<file path="src/rtl/ptlb_pkg.sv">
package ptlb_pkg;
  localparam int PG_OFS_W = 12;

  typedef enum logic [1:0] {
    ACC_LOAD     = 2'd0,
    ACC_STORE    = 2'd1,
    ACC_FETCH    = 2'd2,
    ACC_LOAD_ALT = 2'd3
  } acc_e;

  typedef enum logic [2:0] {
    FLT_NONE     = 3'd0,
    FLT_MISS     = 3'd1,
    FLT_INVALID  = 3'd2,
    FLT_RD_INH   = 3'd3,
    FLT_EX_INH   = 3'd4,
    FLT_MODIFIED = 3'd5
  } fault_e;
endpackage

</file>
<file path="src/rtl/ptlb_cmp.sv">
module ptlb_cmp #(
  parameter int VPN2_W = 19,
  parameter int ASID_W = 8,
  parameter int MASK_W = 16
) (
  input  logic [VPN2_W-1:0] tag_vpn2,
  input  logic [ASID_W-1:0] tag_asid,
  input  logic              tag_global,
  input  logic [MASK_W-1:0] tag_mask,
  input  logic [VPN2_W-1:0] key_vpn2,
  input  logic [ASID_W-1:0] key_asid,
  input  logic              key_global,
  input  logic [MASK_W-1:0] key_mask,
  output logic              hit
);
  logic [VPN2_W-1:0] care;
  logic [VPN2_W-1:0] diff;

  always_comb begin
    care               = '1;
    care[MASK_W-1:0]   = ~(tag_mask | key_mask);
    diff               = (tag_vpn2 ^ key_vpn2) & care;
    hit                = (diff == '0) &&
                         (tag_global || key_global || (tag_asid == key_asid));
  end
endmodule

</file>
<file path="src/rtl/ptlb_first.sv">
module ptlb_first #(
  parameter  int IDX_W = 4,
  localparam int N     = 1 << IDX_W
) (
  input  logic [N-1:0]     hits,
  output logic             found,
  output logic [IDX_W-1:0] idx
);
  always_comb begin
    idx   = '0;
    found = |hits;
    for (int i = N - 1; i >= 0; i--) begin
      if (hits[i]) idx = IDX_W'(i);
    end
  end
endmodule

</file>
<file path="src/rtl/ptlb_store.sv">
module ptlb_store #(
  parameter  int IDX_W  = 4,
  parameter  int VPN2_W = 19,
  parameter  int ASID_W = 8,
  parameter  int MASK_W = 16,
  parameter  int LO_W   = 27,
  localparam int N      = 1 << IDX_W
) (
  input  logic              clk,
  input  logic              rst_n,
  input  logic              wr_en,
  input  logic [IDX_W-1:0]  wr_idx,
  input  logic [VPN2_W-1:0] wr_vpn2,
  input  logic [ASID_W-1:0] wr_asid,
  input  logic              wr_global,
  input  logic [MASK_W-1:0] wr_mask,
  input  logic [LO_W-1:0]   wr_lo0,
  input  logic [LO_W-1:0]   wr_lo1,
  output logic [VPN2_W-1:0] e_vpn2   [N],
  output logic [ASID_W-1:0] e_asid   [N],
  output logic              e_global [N],
  output logic [MASK_W-1:0] e_mask   [N],
  output logic [LO_W-1:0]   e_lo0    [N],
  output logic [LO_W-1:0]   e_lo1    [N]
);
  for (genvar g = 0; g < N; g++) begin : g_ent
    logic load_en;

    always_comb load_en = wr_en && (wr_idx == IDX_W'(g));

    always_ff @(posedge clk or negedge rst_n) begin
      if (!rst_n) begin
        e_vpn2[g]   <= '0;
        e_asid[g]   <= '0;
        e_global[g] <= 1'b0;
        e_mask[g]   <= '0;
        e_lo0[g]    <= '0;
        e_lo1[g]    <= '0;
      end else if (load_en) begin
        e_vpn2[g]   <= wr_vpn2;
        e_asid[g]   <= wr_asid;
        e_global[g] <= wr_global;
        e_mask[g]   <= wr_mask;
        e_lo0[g]    <= wr_lo0;
        e_lo1[g]    <= wr_lo1;
      end
    end
  end
endmodule

</file>
<file path="src/rtl/pair_tlb.sv">
module pair_tlb
  import ptlb_pkg::*;
#(
  parameter  int IDX_W  = 4,
  parameter  int VA_W   = 32,
  parameter  int PA_W   = 32,
  parameter  int ASID_W = 8,
  parameter  int MASK_W = 16,
  localparam int VPN2_W = VA_W - PG_OFS_W - 1,
  localparam int PFN_W  = PA_W - PG_OFS_W,
  localparam int LO_W   = PFN_W + 7
) (
  input  logic              clk,
  input  logic              rst_n,
  input  logic              lk_valid,
  input  logic [VA_W-1:0]   lk_va,
  input  logic [ASID_W-1:0] lk_asid,
  input  logic [1:0]        lk_acc,
  output logic              res_valid,
  output logic [PA_W-1:0]   res_pa,
  output logic [2:0]        res_cattr,
  output logic [2:0]        res_fault,
  input  logic              wr_en,
  input  logic [IDX_W-1:0]  wr_idx,
  input  logic [VPN2_W-1:0] wr_vpn2,
  input  logic [ASID_W-1:0] wr_asid,
  input  logic              wr_global,
  input  logic [MASK_W-1:0] wr_mask,
  input  logic [LO_W-1:0]   wr_lo0,
  input  logic [LO_W-1:0]   wr_lo1,
  output logic              wr_conflict,
  input  logic [IDX_W-1:0]  rd_idx,
  output logic [VPN2_W-1:0] rd_vpn2,
  output logic [ASID_W-1:0] rd_asid,
  output logic              rd_global,
  output logic [MASK_W-1:0] rd_mask,
  output logic [LO_W-1:0]   rd_lo0,
  output logic [LO_W-1:0]   rd_lo1,
  input  logic [VPN2_W-1:0] pr_vpn2,
  input  logic [ASID_W-1:0] pr_asid,
  output logic              pr_found,
  output logic [IDX_W-1:0]  pr_idx
);
  localparam int N       = 1 << IDX_W;
  localparam int SEL_W   = MASK_W + 1;
  localparam int OFS_MAX = MASK_W + PG_OFS_W;

  logic [VPN2_W-1:0] e_vpn2   [N];
  logic [ASID_W-1:0] e_asid   [N];
  logic              e_global [N];
  logic [MASK_W-1:0] e_mask   [N];
  logic [LO_W-1:0]   e_lo0    [N];
  logic [LO_W-1:0]   e_lo1    [N];

  ptlb_store #(
    .IDX_W(IDX_W), .VPN2_W(VPN2_W), .ASID_W(ASID_W), .MASK_W(MASK_W), .LO_W(LO_W)
  ) u_store (
    .clk(clk), .rst_n(rst_n), .wr_en(wr_en), .wr_idx(wr_idx),
    .wr_vpn2(wr_vpn2), .wr_asid(wr_asid), .wr_global(wr_global), .wr_mask(wr_mask),
    .wr_lo0(wr_lo0), .wr_lo1(wr_lo1),
    .e_vpn2(e_vpn2), .e_asid(e_asid), .e_global(e_global), .e_mask(e_mask),
    .e_lo0(e_lo0), .e_lo1(e_lo1)
  );

  logic [N-1:0] lk_hits, pr_hits, cf_raw, cf_hits;

  for (genvar g = 0; g < N; g++) begin : g_cmp
    ptlb_cmp #(.VPN2_W(VPN2_W), .ASID_W(ASID_W), .MASK_W(MASK_W)) u_lk (
      .tag_vpn2(e_vpn2[g]), .tag_asid(e_asid[g]), .tag_global(e_global[g]), .tag_mask(e_mask[g]),
      .key_vpn2(lk_va[VA_W-1:PG_OFS_W+1]), .key_asid(lk_asid), .key_global(1'b0),
      .key_mask('0), .hit(lk_hits[g])
    );
    ptlb_cmp #(.VPN2_W(VPN2_W), .ASID_W(ASID_W), .MASK_W(MASK_W)) u_pr (
      .tag_vpn2(e_vpn2[g]), .tag_asid(e_asid[g]), .tag_global(e_global[g]), .tag_mask(e_mask[g]),
      .key_vpn2(pr_vpn2), .key_asid(pr_asid), .key_global(1'b0),
      .key_mask('0), .hit(pr_hits[g])
    );
    ptlb_cmp #(.VPN2_W(VPN2_W), .ASID_W(ASID_W), .MASK_W(MASK_W)) u_cf (
      .tag_vpn2(e_vpn2[g]), .tag_asid(e_asid[g]), .tag_global(e_global[g]), .tag_mask(e_mask[g]),
      .key_vpn2(wr_vpn2), .key_asid(wr_asid), .key_global(wr_global),
      .key_mask(wr_mask), .hit(cf_raw[g])
    );
    always_comb cf_hits[g] = cf_raw[g] && (e_lo0[g][0] || e_lo1[g][0]) &&
                             (wr_idx != IDX_W'(g));
  end

  logic             lk_found;
  logic [IDX_W-1:0] lk_idx;

  ptlb_first #(.IDX_W(IDX_W)) u_lk_first (.hits(lk_hits), .found(lk_found), .idx(lk_idx));
  ptlb_first #(.IDX_W(IDX_W)) u_pr_first (.hits(pr_hits), .found(pr_found), .idx(pr_idx));

  // Read port
  always_comb begin
    rd_vpn2   = e_vpn2[rd_idx];
    rd_asid   = e_asid[rd_idx];
    rd_global = e_global[rd_idx];
    rd_mask   = e_mask[rd_idx];
    rd_lo0    = e_lo0[rd_idx];
    rd_lo1    = e_lo1[rd_idx];
  end

  // Lookup next-state
  logic [MASK_W-1:0] hmask;
  logic [SEL_W-1:0]  sel_oh;
  logic              odd;
  logic [LO_W-1:0]   half;
  logic [PFN_W-1:0]  h_pfn;
  logic [2:0]        h_attr;
  logic              h_v, h_d, h_ri, h_xi, is_load;
  acc_e              acc;
  logic [PA_W-1:0]   omask, va_ofs, pfn_pa;
  fault_e            fault_d;
  logic [PA_W-1:0]   pa_d;
  logic [2:0]        attr_d;

  always_comb begin
    hmask   = e_mask[lk_idx];
    sel_oh  = {1'b0, hmask} + SEL_W'(1);
    odd     = |(lk_va[PG_OFS_W +: SEL_W] & sel_oh);
    half    = odd ? e_lo1[lk_idx] : e_lo0[lk_idx];
    h_v     = half[0];
    h_d     = half[1];
    h_attr  = half[4:2];
    h_pfn   = half[PFN_W+4:5];
    h_xi    = half[PFN_W+5];
    h_ri    = half[PFN_W+6];
    acc     = acc_e'(lk_acc);
    is_load = (acc == ACC_LOAD) || (acc == ACC_LOAD_ALT);

    omask                 = '0;
    omask[OFS_MAX-1:0]    = {hmask, {PG_OFS_W{1'b1}}};
    va_ofs                = '0;
    va_ofs[OFS_MAX-1:0]   = lk_va[OFS_MAX-1:0];
    pfn_pa                = {h_pfn, {PG_OFS_W{1'b0}}};

    if (!lk_found)                        fault_d = FLT_MISS;
    else if (!h_v)                        fault_d = FLT_INVALID;
    else if (is_load && h_ri)             fault_d = FLT_RD_INH;
    else if ((acc == ACC_FETCH) && h_xi)  fault_d = FLT_EX_INH;
    else if ((acc == ACC_STORE) && !h_d)  fault_d = FLT_MODIFIED;
    else                                  fault_d = FLT_NONE;

    if (fault_d == FLT_NONE) begin
      pa_d   = (pfn_pa & ~omask) | (va_ofs & omask);
      attr_d = h_attr;
    end else begin
      pa_d   = '0;
      attr_d = '0;
    end
  end

  // Registers
  always_ff @(posedge clk or negedge rst_n) begin
    if (!rst_n) begin
      res_valid   <= 1'b0;
      wr_conflict <= 1'b0;
    end else begin
      res_valid   <= lk_valid;
      wr_conflict <= wr_en && (|cf_hits);
    end
  end

  always_ff @(posedge clk or negedge rst_n) begin
    if (!rst_n) begin
      res_pa    <= '0;
      res_cattr <= '0;
      res_fault <= '0;
    end else if (lk_valid) begin
      res_pa    <= pa_d;
      res_cattr <= attr_d;
      res_fault <= fault_d;
    end
  end
endmodule

</file>
<file path="config.mk">
export PLATFORM = sky130hd
export DESIGN_NAME = pair_tlb
export DESIGN_NICKNAME = d
export VERILOG_FILES = /design/src/rtl/ptlb_pkg.sv /design/src/rtl/ptlb_cmp.sv /design/src/rtl/ptlb_first.sv /design/src/rtl/ptlb_store.sv /design/src/rtl/pair_tlb.sv
export SDC_FILE = /design/constraint.sdc
export NUM_CORES = 2
export LEC_CHECK = 0
export BUFFER_PORTS_ARGS = -buffer_cell sky130_fd_sc_hd__buf_4
export CORE_ASPECT_RATIO = 0.75
export CORE_UTILIZATION = 65
export CTS_BUF_LIST = sky130_fd_sc_hd__clkbuf_8
export CTS_CLUSTER_DIAMETER = 200
export DETAILED_ROUTE_END_ITERATION = 6
export PLACE_DENSITY_LB_ADDON = 0.08
export SYNTH_ARGS = -nofsm -noshare
export SYNTH_HDL_FRONTEND = slang
export SYNTH_SLANG_ARGS = --single-unit
</file>
<file path="constraint.sdc">
create_clock -name clk -period 14.25 [get_ports clk]
set_input_delay 2.85 -clock clk [delete_from_list [all_inputs] [get_ports clk]]
set_output_delay 2.85 -clock clk [all_outputs]
set_load 0.05 [all_outputs]
</file>
# ---- After elaboration in Yosys (flattened, before gate mapping)
# Cells that the tools add are included.
dict set report totals {
  wordCells 641
  regBits 1608
}
dict set report classes {
  mux 67
  reduce_logical 238
  magnitude_cmp 2
  n_bitwise 151
  add_sub_neg 1
  eq_ne 81
}
# op count
set ops {}
lappend ops {{$and A19 B19 Y19} 48}
lappend ops {{$logic_not A19 Y1} 48}
lappend ops {{$xor A19 B19 Y19} 48}
lappend ops {{$not A16 Y16} 32}
lappend ops {{$bmux W27 S4} 4}
lappend ops {{$eq A8 B8 Y1} 48}
lappend ops {{$or A16 B16 Y16} 16}
lappend ops {{$mux W27} 9}
lappend ops {{$bmux W16 S4} 2}
lappend ops {{$mux W4} 32}
lappend ops {{$logic_and A1 B1 Y1} 100}
lappend ops {{$logic_or A1 B1 Y1} 81}
lappend ops {{$bmux W19 S4} 1}
lappend ops {{$mux W16} 4}
lappend ops {{$reduce_or A16 Y1} 3}
lappend ops {{$mux W19} 2}
lappend ops {{$and A32 B32 Y32} 1}
lappend ops {{$bmux W8 S4} 1}
lappend ops {{$eq A4 B4 Y1 const B} 8}
lappend ops {{$mux W32} 1}
lappend ops {{$ne A4 B4 Y1 const B} 8}
lappend ops {{$not A28 Y32} 1}
lappend ops {{$or A32 B28 Y32} 1}
lappend ops {{$and A28 B28 Y28} 1}
lappend ops {{other kinds (22)} 40}

# ---- Depth between registers and ports, before layout
dict set report depth {
  word_depth 37
  depth_mapped 32
}

# ---- Modules after synthesis
# From an unflattened synthesis, not the netlist that was laid out.
dict set report hier_totals {
  hier_cells 7560
  hier_area_um2 100740.4
}
# module instances cells_each area_each_um2 seq_area_each_um2
set modules_own_cells {}
lappend modules_own_cells {ptlb_store 1 3426 58215.8 39237.6}
lappend modules_own_cells {pair_tlb 1 1426 22953.3 1001.0}
lappend modules_own_cells {ptlb_cmp 48 55 400.4 0.0}
lappend modules_own_cells {ptlb_first 2 34 176.4 0.0}

# ---- Least setup slack after synthesis
# OpenSTA, ideal clock, no wires.
dict set report synth_timing {
  kind {input -> register}
  from {input lk_va[31]}
  to {register res_pa[17]}
  required_time_ps 14149
  n_path_buf 7
  slack_ps 4969
  cell_stages 30
  arrival_time_ps 9180
  path_cell_list {clkbuf_1 -> buf_2 -> xnor2_1 -> nand3_1 -> nor4_1 -> nand3_1 -> a21bo_1 -> a211o_1 -> o21a_1 -> buf_6 -> buf_6 -> mux2i_1 -> a32o_1 -> a2111oi_0 -> a21oi_1 -> inv_1 -> ha_1 -> inv_1 -> o32a_2 -> nand4b_4 -> a211oi_2 -> mux2i_1 -> a2111o_1 -> or4_1 -> clkbuf_1 -> or4_1 -> a21bo_1 -> buf_6 -> buf_6 -> o32ai_1}
}
dict set report synth_between {
  elab_chain_cells 37
  word_cells_on_any_way 110
  cone_classes {add/sub: 1; mux: 32; bitwise: 38; reduce/logical: 39}
}
# element line
set synth_rtl {}
lappend synth_rtl {{start: declaration} pair_tlb.sv:16} ;# input logic [VA_W-1:0] lk_va,
lappend synth_rtl {{$xor A19 B19 Y19} ptlb_cmp.sv:22} ;# diff = (tag_vpn2 ^ key_vpn2) & care;
lappend synth_rtl {{$and A19 B19 Y19} ptlb_cmp.sv:22}
lappend synth_rtl {{$logic_not A19 Y1} ptlb_cmp.sv:23} ;# hit = (diff == '0) &&
lappend synth_rtl {{$logic_and A1 B1 Y1} ptlb_cmp.sv:23}
lappend synth_rtl {{$mux W4 (16 in a row)} ptlb_first.sv:13} ;# if (hits[i]) idx = IDX_W'(i);
lappend synth_rtl {{$not A4 Y5 (implied by the code)} {pair_tlb.sv:118, pair_tlb.sv:121}}
lappend synth_rtl {{$bmux W16 S4} pair_tlb.sv:118} ;# hmask = e_mask[lk_idx];
lappend synth_rtl {{$mux W16 (implied by the code) (2 in a row)} pair_tlb.sv:118}
lappend synth_rtl {{[... 5 more ...]} n/a}
lappend synth_rtl {{$logic_and A1 B1 Y1} pair_tlb.sv:141} ;# else if ((acc == ACC_STORE) && !h_d) fault_d = FLT_MODIFIED;
lappend synth_rtl {{$mux W3} pair_tlb.sv:141}
lappend synth_rtl {{$mux W3} pair_tlb.sv:140} ;# else if ((acc == ACC_FETCH) && h_xi) fault_d = FLT_EX_INH;
lappend synth_rtl {{$mux W3} pair_tlb.sv:139} ;# else if (is_load && h_ri) fault_d = FLT_RD_INH;
lappend synth_rtl {{$mux W3} pair_tlb.sv:138} ;# else if (!h_v) fault_d = FLT_INVALID;
lappend synth_rtl {{$mux W3} pair_tlb.sv:137} ;# if (!lk_found) fault_d = FLT_MISS;
lappend synth_rtl {{$logic_not A3 Y1} pair_tlb.sv:144} ;# if (fault_d == FLT_NONE) begin
lappend synth_rtl {{$mux W32 (*)} pair_tlb.sv:144}
lappend synth_rtl {{end signal: assignment} pair_tlb.sv:170} ;# res_pa <= pa_d;
lappend synth_rtl {{end: declaration} pair_tlb.sv:20} ;# output logic [PA_W-1:0] res_pa,
# Every way passes the cells marked *; elsewhere a longest branch is shown, timed or not. The select of a mux whose other input is x is not followed.
# A chain may end at the register's enable or synchronous reset.

# ---- Final worst setup path
dict set report layout_timing {
  from {input lk_asid[1]}
  to {register res_pa[23]}
}
dict set report layout_between {
  elab_chain_cells 36
  word_cells_on_any_way 94
  cone_classes {add/sub: 1; eq/ne: 16; mux: 32; bitwise: 6; reduce/logical: 39}
}
# element line
set layout_rtl {}
lappend layout_rtl {{start: declaration} pair_tlb.sv:17} ;# input logic [ASID_W-1:0] lk_asid,
lappend layout_rtl {{$eq A8 B8 Y1} ptlb_cmp.sv:24} ;# (tag_global || key_global || (tag_asid == key_asid));
lappend layout_rtl {{$logic_or A1 B1 Y1} ptlb_cmp.sv:24}
lappend layout_rtl {{$logic_and A1 B1 Y1} ptlb_cmp.sv:23}
lappend layout_rtl {{$mux W4 (16 in a row)} ptlb_first.sv:13}
lappend layout_rtl {{$not A4 Y5 (implied by the code)} {pair_tlb.sv:118, pair_tlb.sv:121}}
lappend layout_rtl {{$bmux W16 S4} pair_tlb.sv:118}
lappend layout_rtl {{$mux W16 (implied by the code) (2 in a row)} pair_tlb.sv:118}
lappend layout_rtl {{$add A16 B1 Y17} pair_tlb.sv:119} ;# sel_oh = {1'b0, hmask} + SEL_W'(1);
lappend layout_rtl {{[... 4 more ...]} n/a}
lappend layout_rtl {{$logic_and A1 B1 Y1} pair_tlb.sv:141}
lappend layout_rtl {{$mux W3} pair_tlb.sv:141}
lappend layout_rtl {{$mux W3} pair_tlb.sv:140}
lappend layout_rtl {{$mux W3} pair_tlb.sv:139}
lappend layout_rtl {{$mux W3} pair_tlb.sv:138}
lappend layout_rtl {{$mux W3} pair_tlb.sv:137}
lappend layout_rtl {{$logic_not A3 Y1} pair_tlb.sv:144}
lappend layout_rtl {{$mux W32 (*)} pair_tlb.sv:144}
# Marked as above.

==> summary.txt <==
syn_nets -> 8790
pre-CTS WS -> 2.55 ns
Peak supply drop -> 144 uV
cts hold-fix bufs -> 0
Root Driver -> clkbuf_8
Net Sw Power -> 7130 uW
fin. max-slew vios -> 23
H-Tree Depth -> 5
post-CTS sizing -> 0
net total in the final layout -> 8780
Static Leak -> 0.0437 uW
Clock Skews -> 0.113 ns
DR WL met2 -> 170000 um
WP data arrival -> 11.93 ns
setup_tns -> 0 ns
First-pass DRT Iterations -> 7
mean number of vias per cell -> 7.85
unrepaired setup endpoints after global routing -> no
number of I/O port buffers -> 321
Slew HR -> -45.3%
Worst Max-Slew Pin Slew -> 2.16 ns
Seq cells post-synth -> 1608
Num CTS Buffers -> 279
Initial Utilization -> 65.7%
slack of the critical path -> 3.22 ns
largest net degree at the start of global routing -> 190
total wire length -> 451000 um
Hold Path Class -> register to register
CTS tree -> yes
asr flop ratio synth -> 100%
worst skew pair latency -> 1.10 ns
critical path launch point type -> input pin
DRC viols -> 59
worst path required time -> 15.15 ns
PwrDens -> 161 nW/um2
max frequency -> 90.6 MHz
switching share of power -> 40.5%
die width -> 456 um
Synth cell types -> 87
part of the power in registers -> 42.1%
clock power share -> 24.2%
global-route wire length before repair -> 626000 um
final hold vios -> 0
Rows -> 124
Post-CTS Setup Bufs -> 0
vias in the first global route -> 80100
EDFF count, synth -> 0
DR iter-0 viols -> 15400
Syn Area/Cell -> 11.7 um2
P_int -> 10500 uW
gpl congestion -> 1.20
DR top layer -> met5
Area growth syn-to-layout -> 8.89%
Max-Cap Viols -> 13
Routed Antenna Nets -> 0
most common cell in the synthesized netlist -> dfrtp_1
Yosys top cell area share -> 40.0%
critical path class -> input pin to register
via count -> 84900
antenna violations before repair -> 52
core area -> 153000 um2
register area share after synthesis -> 40.0%
Die H -> 343 um
die area -> 156000 um2
GR Util All Layers -> 57.0%
post-DP HPWL -> 299000 um
clock sink count -> 1608
Combinational Power Share -> 33.6%
crit share post-route -> 77.4%
Cell Area, Synth -> 101000 um2
Gate Count Post-Synth -> 8608
Yosys Warn Count -> 0
top_reg_cell synth -> dfrtp_1
clock-pin slew on the worst setup and hold paths -> 0.06 ns
grt ovf -> 0
top post-synthesis cells by area -> dfrtp_1 (40%), mux2_2 (17%), mux4_2 (12%)
Worst Setup End Kind -> register
failing checks -> design-rule violations, max-capacitance violations, max-slew violations
routed length on met1 -> 160000 um
routed wl met3 -> 90400 um
Routed wire per std cell -> 41.7 um
Final Setup Violations -> 0
Synth top cells by count -> dfrtp_1 (1608), mux2_2 (1562), xnor2_1 (982), nand2_1 (784), clkbuf_1 (588)
top-level I/O count -> 322
layout cells sized above 1 -> 34.7%
critical-path maximum fanout -> 61
clock buffer depth -> 4
post-synth top area cell -> dfrtp_1
status -> finished, violations left
Tmin final -> 11.03 ns
==> state kept, by name, summed over array words and instances (netlist names) <==
name and cells:
wr_conflict 1, u_store.e_mask 256, res_cattr 3, res_valid 1
u_store.e_asid 128, res_fault 3, u_store.e_lo1 432, u_store.e_lo0 432
res_pa 32, u_store.e_global 16, u_store.e_vpn2 304
==> worst max-delay path, cell delays in order <==
cell and delay [ns]:
buf_4 0.32, xor2_1 0.12, nor4_1 0.38, a21oi_1 0.30, or4_1 0.65, o21ai_1 0.60
nor2_1 0.26, o21ai_4 0.12, buf_4 0.72, a21oi_1 0.10, buf_4 0.29, a2111oi_0 0.90
a21oi_1 0.27, inv_1 0.17, ha_1 0.19, inv_1 0.07, o32a_2 0.47, nand4b_4 0.20
a211oi_2 0.21, mux2i_1 0.10, a2111o_1 0.39, or4_1 0.67, or4_1 0.54, a21bo_1 0.34
buf_4 0.32, o32ai_1 0.32
==> layer usage <==
| layer | GRT usage (%) | vias to the layer above |
|---|---|---|
| li1 | - | 31600 |
| met1 | 73.6 | 42900 |
| met2 | 72.8 | 8530 |
| met3 | 37.1 | 1903 |
| met4 | 25.4 | 68 |
| met5 | 12.2 | - |
==> power by group through the flow <==
stage	Sequential, uW	Clock [uW]	Combinational (uW)
4_1_cts	7250	4240	5570
3_3_place_gp	7210	0	5360
6_report	7430	4270	5930
5_1_grt	7430	4430	6010
2_1_floorplan	6560	0	3710
3_5_place_dp	7310	0	5510
==> final cells by class <==
| cell class | instances | area, um2 |
|---|---|---|
| fillers | 10200 | 43500 |
| clock buffers | 334 | 4600 |
| diodes | 31 | 77.6 |
| well taps | 2016 | 2520 |
| inverters | 60 | 225 |
| multi-input cells | 6144 | 57100 |
| clock inverters | 115 | 712 |
| flip-flops and latches | 1608 | 40200 |
| repair buffers | 505 | 4000 |
==> through the flow <==
step           hold slack (ns)  instance area [um2]  utilization, %  power (uW)  cells
3_3_place_gp             0.471               104000            68.1       12600  10300
4_1_cts                  0.493               109000            71.5       17100  10800
3_5_place_dp             0.476               104000            68.1       12800  10300
5_1_grt                  0.499               109000            71.6       17900  10800
6_report                 0.494               110000            71.6       17600  10800
2_1_floorplan            0.496               101000               -       10300   8608
==> worst paths after layout <==
check                                    startpoint                  end  slack [ns]  depth (start not counted)
worst min register to register            res_pa[9]            res_pa[9]        0.49                          1
worst max register to register  u_store.e_asid[121]           res_pa[23]        4.78                         25
worst min-delay path                      res_pa[9]            res_pa[9]        0.49                          1
worst max-delay path                     lk_asid[1]           res_pa[23]        3.22                         26
max in group asynchronous                     rst_n    u_store.e_lo0[38]        9.52                          4
min in group asynchronous                     rst_n  u_store.e_vpn2[231]        1.75                          1
==> layout by cell type (no fill, tap or decap), types with 8 or more instances in the layout <==
cell	instances
a211oi_1	17
a21oi_1	95
a221oi_1	13
a311oi_1	140
a31oi_1	25
a32o_1	12
a41o_1	8
and3_1	167
buf_12	13
buf_4	487
clkbuf_8	334
clkinv_2	27
clkinvlp_4	12
dfrtp_1	1608
diode_2	31
inv_1	124
mux2_2	1562
mux2i_1	210
mux4_2	521
nand2_1	783
nand2b_1	14
nand3_1	63
nand4_1	53
nor2_1	108
nor2_4	12
nor2b_1	9
nor3_1	348
nor4_1	162
nor4_2	14
o21ai_0	58
o221ai_1	21
o22ai_1	243
o2bb2ai_1	19
o311ai_0	9
o31ai_1	8
o32ai_1	13
xnor2_1	982
xor2_1	319
==> cells by family after synthesis <==
kind of cell | after synthesis | share of synthesized area [%]
muxes | 2293 | 31.2
xor gates and xnor gates | 1301 | 11.3
adders and majority gates | 3 | 0.0373
DFF | 1608 | 40.0
and+or+nand+nor | 1769 | 8.32
buffers and inverters | 856 | 3.45
AOI/OAI and AO/OA | 778 | 5.60
Note: power is estimated with default switching activity, not from simulation.
